<file path="src/rtl/cuw_pkg.sv">
// Shared status encoding and the idle classification for the watchdog.
// Assumes a 3-bit status code per wavefront slot.
package cuw_pkg;
    localparam int STATUS_W = 3;

    typedef enum logic [STATUS_W-1:0] {
        ST_STOPPED   = 3'd0,
        ST_RUNNING   = 3'd1,
        ST_STALLED   = 3'd2,
        ST_WAITCNT   = 3'd3,
        ST_BARRIER   = 3'd4,
        ST_RETURNING = 3'd5,
        ST_RSVD6     = 3'd6,
        ST_RSVD7     = 3'd7
    } wave_status_e;

    // True for the four statuses that count as idle.
    function automatic logic is_idle(input logic [STATUS_W-1:0] s);
        return (s == ST_STOPPED) || (s == ST_STALLED) ||
               (s == ST_WAITCNT) || (s == ST_BARRIER);
    endfunction
endpackage

</file>
<file path="src/rtl/cuw_slot_eval.sv">
// Classifies one slot's status change as an idle increment or decrement.
// Assumes old/new are only meaningful while valid is high.
module cuw_slot_eval
    import cuw_pkg::*;
(
    input  logic                valid,
    input  logic [STATUS_W-1:0] old_status,
    input  logic [STATUS_W-1:0] new_status,
    output logic                inc,
    output logic                dec
);
    logic changed;

    // Entering idle wins; leaving idle only counts when the target is active.
    always_comb begin
        changed = valid && (old_status != new_status);
        inc     = changed && is_idle(new_status);
        dec     = changed && !is_idle(new_status) && is_idle(old_status);
    end
endmodule

</file>
<file path="src/rtl/cuw_net_sum.sv">
// Folds per-slot increment and decrement flags into one signed net change.
// Assumes CNT_W bits can hold NUM_SLOTS.
module cuw_net_sum #(
    parameter int NUM_SLOTS = 8,
    parameter int CNT_W     = 4
) (
    input  logic [NUM_SLOTS-1:0]    inc_vec,
    input  logic [NUM_SLOTS-1:0]    dec_vec,
    output logic signed [CNT_W+1:0] net
);
    logic [CNT_W:0] n_inc;
    logic [CNT_W:0] n_dec;

    // Population count of both flag vectors, then their difference.
    always_comb begin
        n_inc = '0;
        n_dec = '0;
        for (int i = 0; i < NUM_SLOTS; i++) begin
            n_inc = n_inc + {{CNT_W{1'b0}}, inc_vec[i]};
            n_dec = n_dec + {{CNT_W{1'b0}}, dec_vec[i]};
        end
        net = $signed({1'b0, n_inc}) - $signed({1'b0, n_dec});
    end
endmodule

</file>
<file path="src/rtl/cuw_time_keeper.sv">
// Free-running cycle counter with a capture register for the moment the
// unit became fully idle, and a comparison of the elapsed span with a limit.
// Assumes wrap-around subtraction is acceptable for the span.
module cuw_time_keeper #(
    parameter int TIME_W = 32
) (
    input  logic              clk,
    input  logic              rst_n,
    input  logic              capture,
    input  logic [TIME_W-1:0] limit,
    output logic              expired
);
    logic [TIME_W-1:0] now_q;
    logic [TIME_W-1:0] stamp_q;

    // Advance the time base every cycle.
    always_ff @(posedge clk) begin
        if (!rst_n) now_q <= '0;
        else        now_q <= now_q + 1'b1;
    end

    // Record the time of entry into full idle.
    always_ff @(posedge clk) begin
        if (!rst_n)       stamp_q <= '0;
        else if (capture) stamp_q <= now_q;
    end

    // Span since capture compared against the programmed limit.
    always_comb expired = (now_q - stamp_q) >= limit;
endmodule

</file>
<file path="src/rtl/cu_idle_watchdog.sv">
// Shared idle counter for all wavefront slots of a compute unit with a
// wake-time hang check. Assumes each slot reports a change at most once
// per cycle and that old_status matches the slot's previous report.
module cu_idle_watchdog
    import cuw_pkg::*;
#(
    parameter int WAVES_PER_SIMD = 4,
    parameter int NUM_SIMD       = 2,
    parameter int TIME_W         = 32,
    parameter int NUM_SLOTS      = WAVES_PER_SIMD * NUM_SIMD,
    parameter int CNT_W          = $clog2(NUM_SLOTS + 1)
) (
    input  logic                          clk,
    input  logic                          rst_n,
    input  logic [TIME_W-1:0]             timeout_cycles,
    input  logic [NUM_SLOTS-1:0]          slot_valid,
    input  logic [NUM_SLOTS*STATUS_W-1:0] slot_old_status,
    input  logic [NUM_SLOTS*STATUS_W-1:0] slot_new_status,
    output logic [CNT_W-1:0]              idle_count,
    output logic                          all_idle,
    output logic                          timeout_fault,
    output logic                          count_error
);
    localparam logic [CNT_W-1:0]        TOTAL_C = CNT_W'(NUM_SLOTS);
    localparam logic signed [CNT_W+1:0] TOTAL_S = (CNT_W+2)'(NUM_SLOTS);

    logic [NUM_SLOTS-1:0]    inc_vec;
    logic [NUM_SLOTS-1:0]    dec_vec;
    logic signed [CNT_W+1:0] net;
    logic signed [CNT_W+1:0] sum;
    logic [CNT_W-1:0]        count_q;
    logic [CNT_W-1:0]        count_nx;
    logic                    range_bad;
    logic                    track_en;
    logic                    wake;
    logic                    capture;
    logic                    expired;
    logic                    fault_q;
    logic                    err_q;

    for (genvar k = 0; k < NUM_SLOTS; k++) begin : g_slot
        cuw_slot_eval u_eval (
            .valid      (slot_valid[k]),
            .old_status (slot_old_status[k*STATUS_W +: STATUS_W]),
            .new_status (slot_new_status[k*STATUS_W +: STATUS_W]),
            .inc        (inc_vec[k]),
            .dec        (dec_vec[k])
        );
    end

    cuw_net_sum #(.NUM_SLOTS(NUM_SLOTS), .CNT_W(CNT_W)) u_sum (
        .inc_vec (inc_vec),
        .dec_vec (dec_vec),
        .net     (net)
    );

    // Apply the net change and clamp it into the legal range.
    always_comb begin
        sum       = $signed({2'b00, count_q}) + net;
        range_bad = 1'b0;
        count_nx  = sum[CNT_W-1:0];
        if (sum < 0) begin
            range_bad = 1'b1;
            count_nx  = '0;
        end else if (sum > TOTAL_S) begin
            range_bad = 1'b1;
            count_nx  = TOTAL_C;
        end
    end

    // Decide when tracking runs, when to stamp and when a wake is seen.
    always_comb begin
        track_en = (timeout_cycles != '0);
        wake     = track_en && (count_q == TOTAL_C) && (|dec_vec);
        capture  = track_en && (count_nx == TOTAL_C) && (count_q != TOTAL_C);
    end

    cuw_time_keeper #(.TIME_W(TIME_W)) u_time (
        .clk     (clk),
        .rst_n   (rst_n),
        .capture (capture),
        .limit   (timeout_cycles),
        .expired (expired)
    );

    // Idle count register, frozen while tracking is disabled.
    always_ff @(posedge clk) begin
        if (!rst_n)        count_q <= '0;
        else if (track_en) count_q <= count_nx;
    end

    // Sticky hang and range-error flags.
    always_ff @(posedge clk) begin
        if (!rst_n) begin
            fault_q <= 1'b0;
            err_q   <= 1'b0;
        end else begin
            if (wake && expired)       fault_q <= 1'b1;
            if (track_en && range_bad) err_q   <= 1'b1;
        end
    end

    assign idle_count    = count_q;
    assign all_idle      = (count_q == TOTAL_C);
    assign timeout_fault = fault_q;
    assign count_error   = err_q;
endmodule

</file>
<file path="config.mk">
export PLATFORM = sky130hd
export DESIGN_NAME = cu_idle_watchdog
export DESIGN_NICKNAME = d
export VERILOG_FILES = /design/src/rtl/cuw_pkg.sv /design/src/rtl/cuw_slot_eval.sv /design/src/rtl/cuw_net_sum.sv /design/src/rtl/cuw_time_keeper.sv /design/src/rtl/cu_idle_watchdog.sv
export SDC_FILE = /design/constraint.sdc
export NUM_CORES = 1
export LEC_CHECK = 0
export ABC_CLOCK_PERIOD_IN_PS = 8050
export BUFFER_PORTS_ARGS = -buffer_cell sky130_fd_sc_hd__buf_2
export CAP_MARGIN = 0
export CORE_MARGIN = 4
export CORE_UTILIZATION = 59
export DETAILED_ROUTE_END_ITERATION = 16
export GPL_TIMING_DRIVEN = 0
export PLACE_DENSITY = 0.89
export SKIP_CTS_REPAIR_TIMING = 1
export SLEW_MARGIN = 20
export SYNTH_ARGS = -nofsm -noshare
export SYNTH_HDL_FRONTEND = slang
export SYNTH_SLANG_ARGS = --single-unit
</file>
<file path="constraint.sdc">
create_clock -name clk -period 8.05 [get_ports clk]
set_input_delay 1.61 -clock clk [delete_from_list [all_inputs] [get_ports clk]]
set_output_delay 1.61 -clock clk [all_outputs]
set_load 0.02 [all_outputs]
</file>
==> results of run 1 <==
[final timing paths]
| kind | endpoint | cells past startpoint | slack, ns | start |
|---|---|---|---|---|
| worst max-delay path | u_time.stamp_q[19]$_SDFFE_PN0P_ | 26 | 0.52 | slot_new_status[3] |
| worst min-delay path | count_error$_SDFFE_PN0P_ | 2 | 0.49 | count_error$_SDFFE_PN0P_ |
| worst max register to register | timeout_fault$_SDFFE_PN0P_ | 17 | 3.65 | u_time.now_q[6]$_SDFF_PN0_ |
| worst min register to register | count_error$_SDFFE_PN0P_ | 2 | 0.49 | count_error$_SDFFE_PN0P_ |
[worst register-to-register path, cell delays in order, from the launching register on]
cell and delay [ns]:
dfxtp_1 0.44, ha_1 0.35, a21oi_2 0.21, nor3b_2 0.18
o211ai_1 0.12, a311oi_2 0.41, o211ai_1 0.25, and2_4 0.21
a21o_1 0.17, a21oi_1 0.17, xnor2_1 0.10, ha_1 0.30
nand2_1 0.11, nor4_1 0.58, nand4_1 0.16, a21oi_1 0.28
o21ai_0 0.16, a31oi_1 0.15
[metal layers]
| metal | wire (um) | GRT usage [%] | part of all wire [%] | vias up |
|---|---|---|---|---|
| met5 | 0 | 0 | 0 | - |
| met4 | 239 | 5.849 | 1.6 | 0 |
| met3 | 708 | 3.957 | 4.7 | 25 |
| met2 | 7397 | 42.65 | 49 | 133 |
| met1 | 6708 | 30.01 | 45 | 2741 |
| li1 | - | - | - | 3032 |
[power by group through the flow]
stage               Clock [mW]  Sequential [mW]  Combinational (mW)
floorplan                    0            0.381               0.712
global placement             0            0.374               0.930
detailed placement           0            0.375               0.965
CTS                      0.250            0.368               0.971
global route             0.266            0.369                1.10
finish                   0.249            0.368               0.973
[final cells by class]
type                            instances  area (um2)  area share, %
Clock buffer                           13       148.9          2.032
Multi-Input combinational cell        634        4659          63.58
Tap cell                              140       175.2          2.390
Inverter                              104       390.4          5.327
Buffer                                 14       57.56         0.7854
Clock inverter                          3       20.02         0.2732
Sequential cell                        70        1401          19.12
Timing Repair Buffer                   95       475.5          6.488
[Yosys cell counts (all sizes together) (13+ instances only)]
cell / number / area [um2]
inv: 104 / 390.4
ha: 76 / 950.9
dfxtp: 70 / 1401
a21oi: 65 / 329.1
nor2: 58 / 217.7
nor2b: 56 / 350.3
nand2: 44 / 165.2
o21ai: 42 / 210.2
xor2: 38 / 332.8
xnor2: 36 / 315.3
and2: 24 / 152.6
or3: 15 / 98.84
a21o: 14 / 105.1
a21boi: 13 / 97.60
fa: 13 / 260.3
[sequential cells by signal, summed over array words and instances (netlist names)]
signal / cells
count_error: 1
u_time.now_q: 32
idle_count: 4
u_time.stamp_q: 32
timeout_fault: 1
[logic make-up after synthesis]
group | Yosys count | synth area share, %
AND/OR/NAND/NOR | 267 | 22.15
AO/OA/AOI/OAI | 192 | 18.99
buffers and inverters | 118 | 6.882
adder cells (fa/ha/maj) | 89 | 18.61
XOR/XNOR | 74 | 9.958
flip-flops | 70 | 21.53
multiplexers | 12 | 1.884
[cell usage in the layout, fill, tap and decap left out, types with 10 or more instances in the layout]
| cell type | instances |
|---|---|
| xnor2_1 | 36 |
| buf_2 | 99 |
| dfxtp_1 | 70 |
| nor2b_1 | 56 |
| clkbuf_1 | 13 |
| and2_1 | 23 |
| a21o_1 | 14 |
| mux2i_1 | 10 |
| and3_1 | 10 |
| clkbuf_8 | 10 |
| inv_1 | 104 |
| nand2_1 | 44 |
| ha_1 | 76 |
| a21oi_1 | 64 |
| xor2_1 | 38 |
| fa_1 | 13 |
| o21ai_0 | 42 |
| nor2_1 | 58 |
| nor4_1 | 10 |
| or3_1 | 14 |
| a21boi_0 | 12 |
| nand3_1 | 11 |
| nand4_1 | 11 |
[through the flow]
stage | worst slack, ns | hold slack [ns]
3_5_place_dp | 0.1683 | 0.4715
6_report | 0.5247 | 0.4894
3_3_place_gp | 0.3221 | 0.4397
2_1_floorplan | 0.9752 | 0.4434
5_1_grt | 0.01963 | 0.5276
4_1_cts | 0.5249 | 0.4857
==> flow_metrics.tcl, run 1 <==
set metrics [dict create \
    run_status "complete, no violations" \
    fill_cells 907 \
    p_int_uw 881.3 \
    n_antenna_cell 0 \
    cp_max_fo 10 \
    cts_sinks 70 \
    std_cell_rows 38 \
    start_util_pct 60.04 \
    synthArstFlopShare_pct 0 \
    seqPwrFrac_pct 23.1 \
    syn_nets 1001 \
    portBuffers 95 \
    dr.pass1.iters 5 \
    wire_per_inst_um 14.03 \
    clockRootBuffer "clkbuf_8" \
    yosys_most_used_dff "dfxtp_1" \
    path_common_cell "inv_1" \
    drc 0 \
    cp_num_buf_inv 8 \
    crit_path_max_incr_delay_ns 0.67 \
    dieArea_um2 12780 \
    power_frac_clock_pct 15.6 \
    power.net_switching_uw 708.5 \
    rsz0062_at_grt "no" \
    ant_nets 0 \
    hold_viol_final 0 \
    cp_top_family "adder cells" \
    grt_first_pass_wirelength_um 25370 \
    placed_area_um2 7159 \
    relSlewSlack_pct 27.41 \
    synthesis.instances 822 \
    required_ns 8.29 \
    design_area_um2 7328 \
    final_nets 1107 \
    dp.cells 1057 \
    worst_pin_slew_ns 1.061 \
    ys_types 65 \
    place_hpwl_um 12490 \
    core_area_um2 10840 \
    grtUsageTotal_pct 23.89 \
    hold_class "reg2reg" \
    vdd_drop_max_mv 0.1342 \
    gp_congestion 0.9186 \
    fin_setup_tns_ns 0 \
    grt_max_degree 12 \
    fmax_mhz 132.9 \
    power_per_cell_area_nw_per_um2 216.9 \
    synth-seq-cells 70 \
    period_share_pct 93.48 \
    grt_pass1_vias 5691 \
    post-route-min-period_ns 7.525 \
    ys_seq_area_share_pct 21.53 \
    syn_area_per_cell_um2 7.918 \
    die_x_um 113.0 \
    fin_util_pct 67.60 \
    end_kind "flop" \
    die_y_um 113.0 \
    maxCapViolCount 0 \
    worst_path_max_delay_cell "a311oi_2" \
    total_power_mw 1.590 \
    numCtsBuffers 9 \
    vias 5931 \
    ioPinCount 97 \
    cts_htree_levels 3 \
    switching_share_pct 44.56 \
    combPwrFrac_pct 61.2 \
    worst_clock_skew_ns 0.009811 \
    synth-warning-count 0 \
    setup_viol 0 \
    syn_area_um2 6509 \
    start_kind "input pin" \
    viasPerCell 5.527 \
    clkSlewWorstSetupHoldPaths_ns 0.07 \
    synth-edff-count 0 \
    cts_tree "built" \
    path_class "in2reg" \
    drive_gt1_share_pct 14.26 \
    antenna_found_initial 0 \
    arrival_ns 7.77 \
    final_cells 1073 \
    syn2layout_area_growth_pct 12.59 \
    clk_latency_ns 0.34 \
    p_leak_nw 3.376 \
    first_iter_violations 227 \
    final_max_slew_viol_count 0 \
    wl_um 15050 \
    globalRoute.totalOverflow 0 \
    max-clock-path-buffers 2 \
]
Note: power is estimated with default switching activity, not from simulation.
==> run 2: changes to the inputs <==
Settings changed: CELL_PAD_IN_SITES_DETAIL_PLACEMENT from default to 0, CELL_PAD_IN_SITES_GLOBAL_PLACEMENT from default to 1, CORE_UTILIZATION 59 to 44, PLACE_DENSITY 0.89 to 0.88, SLEW_MARGIN 20 to 25, SYNTH_HIERARCHICAL from default to 1.
==> run 2 against run 1 <==
  * Clock power up 47%
  * Synthesized area down 0.19%
  * Global-route usage down 7.6 points
  * Clock skew down 0.0032 ns
  * Largest power group unchanged
  * Design area up 2.0%
  * Worst hold slack worse by 0.030 ns
  * Non-clock buffer count unchanged
  * Setup slack better by 0.53 ns
  * Die area up 31%
  * Via count down 10%
  * Synthesized cell count down 8.2%
==> flow_metrics.tcl, run 2 <==
set metrics [dict create \
    run_status "complete, no violations" \
    worstPathCellList "buf_2, mux2_4, and3_2, fa_1, ha_1, inv_1, fa_1, fa_1, xor2_1, ha_1, a21oi_1, nand2_1, xor2_1, ha_1, and3_2, o2bb2ai_1, xor2_1, o21bai_1, nor3_1, clkbuf_1, buf_1, mux2i_1, nor2b_1" \
    hp-start "count_error$_SDFFE_PN0P_" \
    synth-edff-count 0 \
    wl_um 13000 \
    place_hpwl_um 10980 \
    seqPwrFrac_pct 21.5 \
    antenna_found_initial 0 \
    synth-warning-count 6 \
    std_cell_rows 44 \
    rsz0062_at_grt "no" \
    setup_slack_ns 1.056 \
    place_ws_ns 0.6813 \
    synth.most_common_cell "inv_1" \
    die_y_um 129.5 \
    syn2layout_area_growth_pct 15.10 \
    combPwrFrac_pct 57.7 \
    cts_sinks 70 \
    die_x_um 129.5 \
    ys_seq_area_share_pct 21.57 \
    p_leak_nw 3.538 \
    worst_clock_skew_ns 0.006640 \
    path_class "in2reg" \
    maxCapViolCount 0 \
    period_share_pct 86.88 \
    dr.pass1.iters 4 \
    switching_share_pct 40.21 \
    clockRootBuffer "clkbuf_16" \
    numCtsBuffers 9 \
    final_nets 1040 \
    syn_area_um2 6496 \
    rrSetupSlack_ns 3.03 \
    worst_path_max_delay_cell "buf_1" \
    hold_viol_final 0 \
    portBuffers 95 \
    ioPinCount 97 \
    required_ns 8.27 \
    hold_class "reg2reg" \
    synthTopCellsByArea "dfxtp_1, ha_1, xnor2_1" \
    fin_setup_tns_ns 0 \
    vdd_drop_max_mv 0.1115 \
    final_cells 1050 \
    drc 0 \
    grt_max_degree 14 \
    cp_max_fo 10 \
    start_util_pct 44.87 \
    fmax_mhz 143.0 \
    fin_hold_ws_ns 0.4592 \
    yosys_most_used_dff "dfxtp_1" \
    final_cell_mix "inv_1, buf_2, ha_1" \
    grt_first_pass_wirelength_um 22860 \
    power.net_switching_uw 703.7 \
    globalRoute.totalOverflow 0 \
    core_area_um2 14480 \
    synthArstFlopShare_pct 0 \
    setup_viol 0 \
    cp_num_buf_inv 4 \
    fin_util_pct 51.64 \
    reg2reg_from "u_time/now_q[0]$_SDFF_PN0_" \
    power_frac_clock_pct 20.9 \
    arrival_ns 7.22 \
    seq_area_um2 1401 \
    synthesis.instances 755 \
    cp_top_family "adder cells" \
    multi_input_area_um2 4686 \
    fill_cells 1418 \
    relSlewSlack_pct 44.17 \
    max-clock-path-buffers 2 \
    power_per_cell_area_nw_per_um2 234.1 \
    drive_gt1_share_pct 16.74 \
    vias 5325 \
    gp_congestion 0.7483 \
    viasPerCell 5.071 \
    ys_types 53 \
    grt_pass1_vias 5271 \
    cts_htree_levels 3 \
    clk_latency_ns 0.33 \
    worst_pin_slew_ns 0.8375 \
    dieArea_um2 16770 \
    hold_depth 2 \
    start_kind "input pin" \
    ant_nets 0 \
    synth-seq-cells 70 \
    synthDominantCellAreaShare_pct 21.57 \
    end_kind "flop" \
    whs_endpoint "count_error$_SDFFE_PN0P_" \
    dp.cells 1034 \
    clkSlewWorstSetupHoldPaths_ns 0.06 \
    cts_tree "built" \
    crit_path_max_incr_delay_ns 0.67 \
    grtUsageTotal_pct 16.26 \
    post-route-min-period_ns 6.994 \
    wire_per_inst_um 12.38 \
    synth_common_cells "inv_1, ha_1, dfxtp_1" \
    synth_area_leader_cell "dfxtp_1" \
    syn_nets 934 \
    r2r.worst_path.cells 22 \
    p_int_mw 1.046 \
    r2r-end "timeout_fault$_SDFFE_PN0P_" \
    syn_area_per_cell_um2 8.604 \
    n_antenna_cell 0 \
    first_iter_violations 129 \
    final_max_slew_viol_count 0 \
]
## run 2: cell count changes in the layout (fill, tap and decap cells not counted), moves of 11 or more
cell / change
a21oi_1: -34
nor2b_1: -13
o21a_1: +11
mux2i_1: +30
xor2_1: -16
o21ai_0: -24
a21o_1: +11
nor2_1: -34
xnor2_1: +25
## run 2: per-stage QoR
step | cell area, um2 | total power [mW]
floorplan | 6496 | 1.180
global placement | 7202 | 1.392
detailed placement | 7202 | 1.405
CTS | 7477 | 1.774
global route | 7477 | 1.898
finish | 7477 | 1.750
## run 2: power by group through the flow
| stage | Clock (mW) | Combinational (mW) | Sequential (mW) |
|---|---|---|---|
| final | 0.365 | 1.01 | 0.376 |
| after global routing | 0.384 | 1.14 | 0.378 |
| after CTS | 0.372 | 1.03 | 0.376 |
| after detailed placement | 0 | 1.02 | 0.383 |
| after global placement | 0 | 1.01 | 0.383 |
| after floorplan | 0 | 0.790 | 0.390 |
## run 2: worst register-to-register path, cell delays in order (launching register included)
cell and delay, ns:
dfxtp_1 0.34, inv_1 0.07, ha_1 0.17, inv_1 0.06, fa_1 0.42, a211oi_1 0.22
nor2_1 0.10, o31ai_1 0.42, o311ai_0 0.30, a21oi_1 0.43, o21ai_1 0.26, o21a_1 0.23
nor2_1 0.11, xnor2_1 0.14, ha_1 0.26, a21o_1 0.18, a2111oi_0 0.27, o21ai_0 0.22
a31oi_1 0.26, o31ai_1 0.15, nand2_1 0.09, a211oi_1 0.04, o21a_1 0.18
## run 2: cells by family after synthesis
logic type	Yosys count	synth area share, %
buffers and inverters	109	6.298
and+or+nand+nor	212	18.18
muxes	48	8.012
AOI/OAI and AO/OA	144	16.33
xor gates and xnor gates	83	11.19
DFF	70	21.57
adders and majority gates	89	18.41
## run 2: routing by layer
layer / routed length, um / global-route usage (%) / share of wire [%]
met1: 6241 / 20.92 / 48
met5: 0 / 0 / 0
met3: 534 / 3.050 / 4.1
met4: 176 / 3.973 / 1.4
met2: 6044 / 28.20 / 47
## run 2: cell type report
class,count,share of cell area [%]
clock buffers,9,3.012
multi-input cells,576,62.67
well taps,184,3.079
clock inverters,7,0.6693
plain buffers,14,0.7028
inverters,95,4.769
repair buffers,95,6.359
flip-flops and latches,70,18.74
## run 2: how the worst max path moves through the flow
stage / start / endpoint / slack [ns] / cells after the start
global placement: slot_new_status[1] / u_time/stamp_q[28]$_SDFFE_PN0P_ / 0.70 / 23
CTS: slot_new_status[1] / u_time/stamp_q[29]$_SDFFE_PN0P_ / 1.02 / 23
finish: slot_new_status[1] / u_time/stamp_q[2]$_SDFFE_PN0P_ / 1.06 / 23
global route: slot_new_status[1] / u_time/stamp_q[5]$_SDFFE_PN0P_ / 0.68 / 23
detailed placement: slot_new_status[1] / u_time/stamp_q[29]$_SDFFE_PN0P_ / 0.68 / 23
floorplan: slot_new_status[1] / u_time/stamp_q[0]$_SDFFE_PN0P_ / 1.35 / 22
